## config.mk

```make
export PLATFORM = sky130hd
export DESIGN_NAME = fpx_expdiff
export DESIGN_NICKNAME = d
export VERILOG_FILES = /design/src/rtl/fpx_pkg.sv /design/src/rtl/fpx_sub_slice.sv /design/src/rtl/fpx_operand_pack.sv /design/src/rtl/fpx_stage1.sv /design/src/rtl/fpx_stage2.sv /design/src/rtl/fpx_expdiff.sv
export SDC_FILE = /design/constraint.sdc
export NUM_CORES = 1
export LEC_CHECK = 0
export ABC_AREA = 1
export CAP_MARGIN = 15
export CORE_MARGIN = 1
export CORE_UTILIZATION = 38
export DETAILED_ROUTE_END_ITERATION = 10
export HOLD_SLACK_MARGIN = 0.15
export PLACE_DENSITY = 0.8
export SLEW_MARGIN = 20
export SYNTH_ARGS = -nofsm -noshare
export SYNTH_HDL_FRONTEND = slang
export SYNTH_SLANG_ARGS = --single-unit
```

## constraint.sdc

```tcl
create_clock -name clk -period 2.51 [get_ports clk]
set_input_delay 0.502 -clock clk [delete_from_list [all_inputs] [get_ports clk]]
set_output_delay 0.502 -clock clk [all_outputs]
set_load 0.01 [all_outputs]
```

## src/rtl/fpx_pkg.sv

```systemverilog
package fpx_pkg;

    localparam int WORD_W     = 64;
    localparam int SGL_EXP_W  = 8;
    localparam int DBL_EXP_W  = 11;
    localparam int UP_EXP_MSB = 62;
    localparam int LO_EXP_MSB = 30;

    localparam int EXT_W      = DBL_EXP_W - SGL_EXP_W;
    localparam int SUB_W      = 2 * SGL_EXP_W;
    localparam int PAD_W      = SGL_EXP_W - EXT_W;
    localparam int UP_EXP_LSB = UP_EXP_MSB - SGL_EXP_W + 1;
    localparam int EXT_MSB    = UP_EXP_LSB - 1;
    localparam int EXT_LSB    = EXT_MSB - EXT_W + 1;
    localparam int LO_EXP_LSB = LO_EXP_MSB - SGL_EXP_W + 1;
    localparam int DIFF_DW    = DBL_EXP_W + 1;
    localparam int DIFF_SW    = SGL_EXP_W + 1;

    typedef enum logic {
        MODE_SGL = 1'b0,
        MODE_DBL = 1'b1
    } mode_e;

    typedef struct packed {
        logic                 cout;
        logic [SGL_EXP_W-1:0] sum;
    } byte_res_t;

    typedef struct packed {
        logic             cout;
        logic [EXT_W-1:0] sum;
    } ext_res_t;

    typedef struct packed {
        byte_res_t hi_c0;
        byte_res_t hi_c1;
        ext_res_t  ext;
        byte_res_t lo;
    } part_t;

    typedef struct packed {
        logic [DIFF_DW-1:0] dbl;
        logic [DIFF_SW-1:0] up;
        logic [DIFF_SW-1:0] lo;
    } diff_t;

    localparam logic [DIFF_DW-1:0] DBL_MIN_CODE = {1'b1, {DBL_EXP_W{1'b0}}};
    localparam logic [DIFF_SW-1:0] SGL_MIN_CODE = {1'b1, {SGL_EXP_W{1'b0}}};

    // carry out of a + ~b + 1 is set when a >= b, so the sign is its inverse
    function automatic logic [DIFF_SW-1:0] byte_to_signed(input byte_res_t r);
        return {~r.cout, r.sum};
    endfunction

endpackage

```

## src/rtl/fpx_sub_slice.sv

```systemverilog
module fpx_sub_slice #(
    parameter int W = 8
) (
    input  logic [W-1:0] a,
    input  logic [W-1:0] b,
    input  logic         cin,
    output logic [W-1:0] sum,
    output logic         cout
);
    localparam int RW = W + 1;

    logic [RW-1:0] total;

    always_comb begin
        total = {1'b0, a} + {1'b0, ~b} + {{W{1'b0}}, cin};
        sum   = total[W-1:0];
        cout  = total[W];
    end
endmodule

```

## src/rtl/fpx_operand_pack.sv

```systemverilog
module fpx_operand_pack
    import fpx_pkg::*;
(
    input  logic [WORD_W-1:0] op_a,
    input  logic [WORD_W-1:0] op_b,
    input  mode_e             mode,
    output logic [SUB_W-1:0]  ea,
    output logic [SUB_W-1:0]  eb,
    output logic              split
);
    always_comb begin
        ea = '0;
        eb = '0;
        ea[SUB_W-1 -: SGL_EXP_W] = op_a[UP_EXP_MSB:UP_EXP_LSB];
        eb[SUB_W-1 -: SGL_EXP_W] = op_b[UP_EXP_MSB:UP_EXP_LSB];
        if (mode == MODE_DBL) begin
            ea[SGL_EXP_W-1 -: EXT_W] = op_a[EXT_MSB:EXT_LSB];
            eb[SGL_EXP_W-1 -: EXT_W] = op_b[EXT_MSB:EXT_LSB];
            split = 1'b0;
        end else begin
            ea[SGL_EXP_W-1:0] = op_a[LO_EXP_MSB:LO_EXP_LSB];
            eb[SGL_EXP_W-1:0] = op_b[LO_EXP_MSB:LO_EXP_LSB];
            split = 1'b1;
        end
    end
endmodule

```

## src/rtl/fpx_stage1.sv

```systemverilog
module fpx_stage1
    import fpx_pkg::*;
(
    input  logic             clk,
    input  logic             rst,
    input  logic             valid_i,
    input  mode_e            mode_i,
    input  logic [SUB_W-1:0] ea,
    input  logic [SUB_W-1:0] eb,
    input  logic             split_i,
    output logic             valid_q,
    output mode_e            mode_q,
    output logic             split_q,
    output part_t            part_q
);
    byte_res_t hi_res [2];
    ext_res_t  ext_res;
    byte_res_t lo_res;
    part_t     part_d;

    // upper byte precomputed for both carry-in values (carry-select)
    for (genvar g = 0; g < 2; g++) begin : g_hi
        fpx_sub_slice #(.W(SGL_EXP_W)) u_hi (
            .a    (ea[SUB_W-1 -: SGL_EXP_W]),
            .b    (eb[SUB_W-1 -: SGL_EXP_W]),
            .cin  (g == 1),
            .sum  (hi_res[g].sum),
            .cout (hi_res[g].cout)
        );
    end

    // zero padding below the extension always yields a carry of one
    fpx_sub_slice #(.W(EXT_W)) u_ext (
        .a    (ea[SGL_EXP_W-1 -: EXT_W]),
        .b    (eb[SGL_EXP_W-1 -: EXT_W]),
        .cin  (1'b1),
        .sum  (ext_res.sum),
        .cout (ext_res.cout)
    );

    fpx_sub_slice #(.W(SGL_EXP_W)) u_lo (
        .a    (ea[SGL_EXP_W-1:0]),
        .b    (eb[SGL_EXP_W-1:0]),
        .cin  (1'b1),
        .sum  (lo_res.sum),
        .cout (lo_res.cout)
    );

    always_comb begin
        part_d.hi_c0 = hi_res[0];
        part_d.hi_c1 = hi_res[1];
        part_d.ext   = ext_res;
        part_d.lo    = lo_res;
    end

    always_ff @(posedge clk) begin
        if (rst) begin
            valid_q <= 1'b0;
            mode_q  <= MODE_SGL;
            split_q <= 1'b0;
            part_q  <= '0;
        end else begin
            valid_q <= valid_i;
            mode_q  <= mode_i;
            split_q <= split_i;
            part_q  <= part_d;
        end
    end

    // equal upper bytes give a zero sum with the carry set
    p_equal_hi_zero_r7: assert property (@(posedge clk) disable iff (rst)
        (valid_i && ea[SUB_W-1 -: SGL_EXP_W] == eb[SUB_W-1 -: SGL_EXP_W])
        |=> (part_q.hi_c1.sum == '0 && part_q.hi_c1.cout));

    // equal low bytes give zero with the carry set
    p_equal_lo_zero_r7: assert property (@(posedge clk) disable iff (rst)
        (valid_i && ea[SGL_EXP_W-1:0] == eb[SGL_EXP_W-1:0])
        |=> (part_q.lo.sum == '0 && part_q.lo.cout));
endmodule

```

## src/rtl/fpx_stage2.sv

```systemverilog
module fpx_stage2
    import fpx_pkg::*;
(
    input  logic  clk,
    input  logic  rst,
    input  logic  valid_i,
    input  mode_e mode_i,
    input  logic  split_i,
    input  part_t part_i,
    output logic  valid_q,
    output mode_e mode_q,
    output diff_t diff_q
);
    byte_res_t hi_sel;
    logic      hi_carry;
    diff_t     diff_d;

    always_comb begin
        // a broken chain feeds the upper byte its own carry-in of one
        hi_carry = split_i | part_i.ext.cout;
        hi_sel   = hi_carry ? part_i.hi_c1 : part_i.hi_c0;
        diff_d   = '0;
        if (valid_i) begin
            if (mode_i == MODE_DBL) begin
                diff_d.dbl = {~hi_sel.cout, hi_sel.sum, part_i.ext.sum};
            end else begin
                diff_d.up = byte_to_signed(hi_sel);
                diff_d.lo = byte_to_signed(part_i.lo);
            end
        end
    end

    always_ff @(posedge clk) begin
        if (rst) begin
            valid_q <= 1'b0;
            mode_q  <= MODE_SGL;
            diff_q  <= '0;
        end else begin
            valid_q <= valid_i;
            mode_q  <= mode_i;
            diff_q  <= diff_d;
        end
    end

    p_valid_follows_r5: assert property (@(posedge clk) disable iff (rst)
        valid_q == $past(valid_i));

    p_idle_zero_r6: assert property (@(posedge clk) disable iff (rst)
        !valid_q |-> (diff_q == '0));

    p_dbl_lanes_quiet_r1: assert property (@(posedge clk) disable iff (rst)
        (valid_q && mode_q == MODE_DBL) |-> (diff_q.up == '0 && diff_q.lo == '0));

    p_sgl_dbl_quiet_r2: assert property (@(posedge clk) disable iff (rst)
        (valid_q && mode_q == MODE_SGL) |-> (diff_q.dbl == '0));

    p_no_min_code_r8: assert property (@(posedge clk) disable iff (rst)
        (diff_q.dbl != DBL_MIN_CODE && diff_q.up != SGL_MIN_CODE && diff_q.lo != SGL_MIN_CODE));
endmodule

```

## src/rtl/fpx_expdiff.sv

```systemverilog
module fpx_expdiff
    import fpx_pkg::*;
(
    input  logic        clk,
    input  logic        rst,
    input  logic        in_valid,
    input  logic        dbl_mode,
    input  logic [63:0] op_a,
    input  logic [63:0] op_b,
    output logic        out_valid,
    output logic        out_dbl_mode,
    output logic [11:0] diff_dbl,
    output logic [8:0]  diff_up,
    output logic [8:0]  diff_lo
);
    mode_e             mode_in;
    logic [SUB_W-1:0]  ea;
    logic [SUB_W-1:0]  eb;
    logic              split;
    logic              s1_valid;
    mode_e             s1_mode;
    logic              s1_split;
    part_t             s1_part;
    mode_e             s2_mode;
    diff_t             s2_diff;

    assign mode_in = mode_e'(dbl_mode);

    fpx_operand_pack u_pack (
        .op_a  (op_a),
        .op_b  (op_b),
        .mode  (mode_in),
        .ea    (ea),
        .eb    (eb),
        .split (split)
    );

    fpx_stage1 u_s1 (
        .clk     (clk),
        .rst     (rst),
        .valid_i (in_valid),
        .mode_i  (mode_in),
        .ea      (ea),
        .eb      (eb),
        .split_i (split),
        .valid_q (s1_valid),
        .mode_q  (s1_mode),
        .split_q (s1_split),
        .part_q  (s1_part)
    );

    fpx_stage2 u_s2 (
        .clk     (clk),
        .rst     (rst),
        .valid_i (s1_valid),
        .mode_i  (s1_mode),
        .split_i (s1_split),
        .part_i  (s1_part),
        .valid_q (out_valid),
        .mode_q  (s2_mode),
        .diff_q  (s2_diff)
    );

    assign out_dbl_mode = (s2_mode == MODE_DBL);
    assign diff_dbl     = s2_diff.dbl;
    assign diff_up      = s2_diff.up;
    assign diff_lo      = s2_diff.lo;

    // equal upper exponents in single mode give zero whatever the lower lane does
    p_upper_isolated_r4: assert property (@(posedge clk) disable iff (rst)
        (in_valid && !dbl_mode && op_a[UP_EXP_MSB:UP_EXP_LSB] == op_b[UP_EXP_MSB:UP_EXP_LSB])
        |=> ##1 (diff_up == '0));

    // the mode leaves with its data
    p_mode_travels_r5: assert property (@(posedge clk) disable iff (rst)
        (in_valid && s1_valid) |=> (s1_mode == mode_e'($past(dbl_mode))));
endmodule

```

==> results list, run 1 <==
- The cell area that synthesis handed to floorplanning was ~2900 sq um.
- In the routed layout, each cell is associated on average with a via count of around 4.4.
- Final Hold Vio Count: 0
- CP Max Fanout: 3
* Startpoint class of the critical path: input port
* Hold crit path type: reg -> reg
- Maximum number of pins on one net before global-route repair: 23
* Max-cap violations: 0
- Number of instances in the synthesized netlist: 362
* CTS buffer count: 9
- Measured on the finished design, the core utilization comes to 0.563.
- For this run, the register share of the synthesized area comes to 0.463.
- Number of DRC markers in iteration 0: between 100 and 150
- Placer's final routability congestion estimate: ~0.77
* Transition time at the pin with the least slew margin: 593 ps
- Most frequently used flop master after synthesis: sky130_fd_sc_hd__dfxtp_1
- Hold timing on the final database bottoms out at a slack of around 390 ps.
* Fin. max-slew vios: 0
- Starting utilization of the core area: 0.393
* Total Nets Final: 619
- For this run, design rule violations remaining after detail routing come to 0.
* Fraction of registers with async set/reset: 0
- For the worst setup path, the data arrival time is ~2600 ps.
- Post-detailed-placement half-perimeter wirelength: between 4 and 5 mm
- Peak ir drop on the vdd network: about 0.24 mV
- Period utilisation layout: 0.935
* Later-pin clock latency in the skew report: around 320 ps
- Maximum buffer depth of the clock tree: 2
- Filler cell count in the final layout: around 680
- Floorplan die area: between 7000 and 8000 sq um
* Total detailed-routing wirelength: 5.71 mm
- Number of rows created at floorplan: 31
- Antenna diode count: 0
- The core region is 7250 sq um.
- Wire length of the first global-routing pass: slightly above 9 mm
* Share of post-route cells with drive strength above 1: 0.127
- Unique masters post-synth: 27
* Height of the die: a little under 90 microns
* Register bit count reported by yosys: 66
- Yosys printed 0 warnings.
* Final critical-path required period: between 2000 and 2500 ps
- For this run, the total global-route usage over all layers was measured as 0.154.
- Counting flops with a built-in enable in the synthesized netlist gives 0.
* Setup-violating endpoint count in the final report: 0
- After detailed placement, the design holds a cell count of around 550.
- Most common library cell in the layout ignoring fill and taps: sky130_fd_sc_hd__clkdlybuf4s50_1
- The average instance in the mapped netlist occupies 7.88 sq um.
* Final standard cell count with taps included and fillers excluded: between 500 and 600
- Pwr per Cell Area: between 600 and 700 nW/um^2
- The number of antenna violations at the first check in global routing is 0.
- At the worst endpoint, the required time is about 2700 ps.
- Clock-pin slew was measured on the worst setup and hold paths at about 60 ps.
- Commonest cells after routing, fill and taps aside: sky130_fd_sc_hd__clkdlybuf4s50_1, sky130_fd_sc_hd__nor2_1, sky130_fd_sc_hd__dfxtp_1
- In this run the tightest slew margin relative to its limit is 0.603.
- The detail route stage leaves a number of antenna-violating nets equal to 0.
- CTS H-tree lvls: 3
* Global route total overflow: 0
- STA classifies the critical path endpoint as a flip-flop.
- Result of the run: finished, final reports clean
* CTS Hold Bufs: 0
- In this run the clock root is driven by a sky130_fd_sc_hd__clkbuf_8.
- The area growth from synthesis to layout is 43.1%.
- The detailed router placed 2485 vias in this run.
- Summed over all cells, the static leakage comes to 1.94 nW.
* Number of placed I/O pins: 164
* Port bufs: 73
* Width of the chip: roughly 89 microns
* CTS tree: built
- Max Freq: ~0.43 GHz
* DR pass1 iterations: 4
* Worst Skew: ~6.3 ps
* Post-Syn Nets: ~520
* CP Class: in -> reg
- The via count of the first global-routing pass came to about 2.2k.
- After detailed routing, the average wire length per cell comes to ~10 microns.
* Number of clock sinks seen by CTS: 66
-- through the flow --
stage / setup TNS [ps] / power, mW / setup slack, ps / cell area [sq um]
final: 0 / 2.47 / 162 / 4090
after global routing: -14.1 / 2.61 / -14.1 / 4090
after CTS: 0 / 2.48 / 92.0 / 4050
after detailed placement: -1240 / 1.68 / -247 / 3870
after global placement: -768 / 1.66 / -190 / 3870
after floorplan: 0 / 1.46 / 351 / 2850
-- kinds of logic after synthesis --
| family | share of synthesized area |
|---|---|
| buffers and inverters | 0.0934 |
| AND/OR/NAND/NOR | 0.238 |
| multiplexers | 0.0355 |
| AO/OA/AOI/OAI | 0.0675 |
| flip-flops | 0.463 |
| adder cells (fa/ha/maj) | 0.100 |
| XOR/XNOR | 0.00307 |
-- worst max-delay path, cell delays in order --
cell	delay (ps)
sky130_fd_sc_hd__clkdlybuf4s50_1	450
sky130_fd_sc_hd__inv_1	50
sky130_fd_sc_hd__ha_1	200
sky130_fd_sc_hd__fa_1	430
sky130_fd_sc_hd__xnor2_1	150
sky130_fd_sc_hd__buf_4	150
sky130_fd_sc_hd__nor3_4	140
sky130_fd_sc_hd__nand3_2	110
sky130_fd_sc_hd__nor2_1	100
sky130_fd_sc_hd__nand2_1	70
sky130_fd_sc_hd__o21ai_1	140
sky130_fd_sc_hd__inv_1	60
-- cells in the mapped netlist, types with 2 or more instances --
master / instances / area [sq um]
sky130_fd_sc_hd__nand3_1: 15 / 75.1
sky130_fd_sc_hd__nand2_2: 3 / 18.8
sky130_fd_sc_hd__nand2_1: 52 / 195
sky130_fd_sc_hd__nand2_4: 2 / 22.5
sky130_fd_sc_hd__o21ai_1: 2 / 10.0
sky130_fd_sc_hd__inv_1: 63 / 236
sky130_fd_sc_hd__a21oi_1: 20 / 100
sky130_fd_sc_hd__clkbuf_1: 7 / 26.3
sky130_fd_sc_hd__or2_2: 4 / 25.0
sky130_fd_sc_hd__nor2_1: 69 / 259
sky130_fd_sc_hd__dfxtp_1: 66 / 1320
sky130_fd_sc_hd__nand4_1: 3 / 18.8
sky130_fd_sc_hd__fa_1: 3 / 60.1
sky130_fd_sc_hd__o21ai_0: 12 / 60.1
sky130_fd_sc_hd__nand3_2: 2 / 20.0
sky130_fd_sc_hd__mux2i_1: 9 / 90.1
sky130_fd_sc_hd__nor2_2: 2 / 12.5
sky130_fd_sc_hd__nor3_1: 2 / 10.0
sky130_fd_sc_hd__ha_1: 18 / 225
-- area by class of cell --
class / instances / area (sq um) / area share
flip-flops and latches: 66 / 1320 / 0.323
clock buffers: 13 / 139 / 0.0340
inverters: 64 / 240 / 0.0588
repair buffers: 100 / 937 / 0.229
multi-input cells: 225 / 1280 / 0.314
clock inverters: 3 / 40.0 / 0.00980
well taps: 99 / 124 / 0.0303
-- metal layers --
metal / vias up / GRT usage / share of wire
met2: 63 / 0.265 / 0.49
li1: 1325 / - / -
met1: 1090 / 0.178 / 0.46
met5: - / 0 / 0
met4: 0 / 0.0630 / 0.0093
met3: 7 / 0.0466 / 0.042
-- final timing paths --
| kind | startpoint | endpoint | slack [ps] | cells after the start |
|---|---|---|---|---|
| setup / recovery | op_b[55] | u_s1.part_q[20]$_SDFF_PP0_ | 160 | 12 |
| hold / removal | u_s1.part_q[8]$_SDFF_PP0_ | u_s2.diff_q[8]$_SDFF_PP0_ | 390 | 1 |
| hold reg to reg | u_s1.part_q[8]$_SDFF_PP0_ | u_s2.diff_q[8]$_SDFF_PP0_ | 390 | 1 |
| setup reg to reg | u_s1.part_q[12]$_SDFF_PP0_ | u_s2.diff_q[17]$_SDFF_PP0_ | 1140 | 3 |
-- flip-flops by register name, indices dropped and copies added, names as in the netlist --
signal / flops
u_s1.mode_q: 1
u_s1.part_q: 31
u_s1.split_q: 1
u_s1.valid_q: 1
u_s2.diff_q: 30
u_s2.mode_q: 1
u_s2.valid_q: 1
-- report_power, final --
part	total, mW	leakage, nW	internal, mW	switching, mW
Sequential	1.14	0.542	1.12	0.0177
Combinational	0.531	1.30	0.258	0.273
Clock	0.802	0.0914	0.457	0.345
Total	2.47	1.94	1.84	0.636
-- repair_timing --
item	CTS	global route
gates resized for setup	0	6
endpoints found under the hold margin	0	0
setup buffers	0	2
endpoints found under the setup margin	0	4
No activity file was read; power rests on OpenSTA's default activity.
==> run 2: changes to the inputs <==
Settings changed: CAP_MARGIN 15 to default, HOLD_SLACK_MARGIN 0.15 to 0.06.
==> results of run 2 <==
The final DEF is identical to that of run 1; final timing and power are the same.
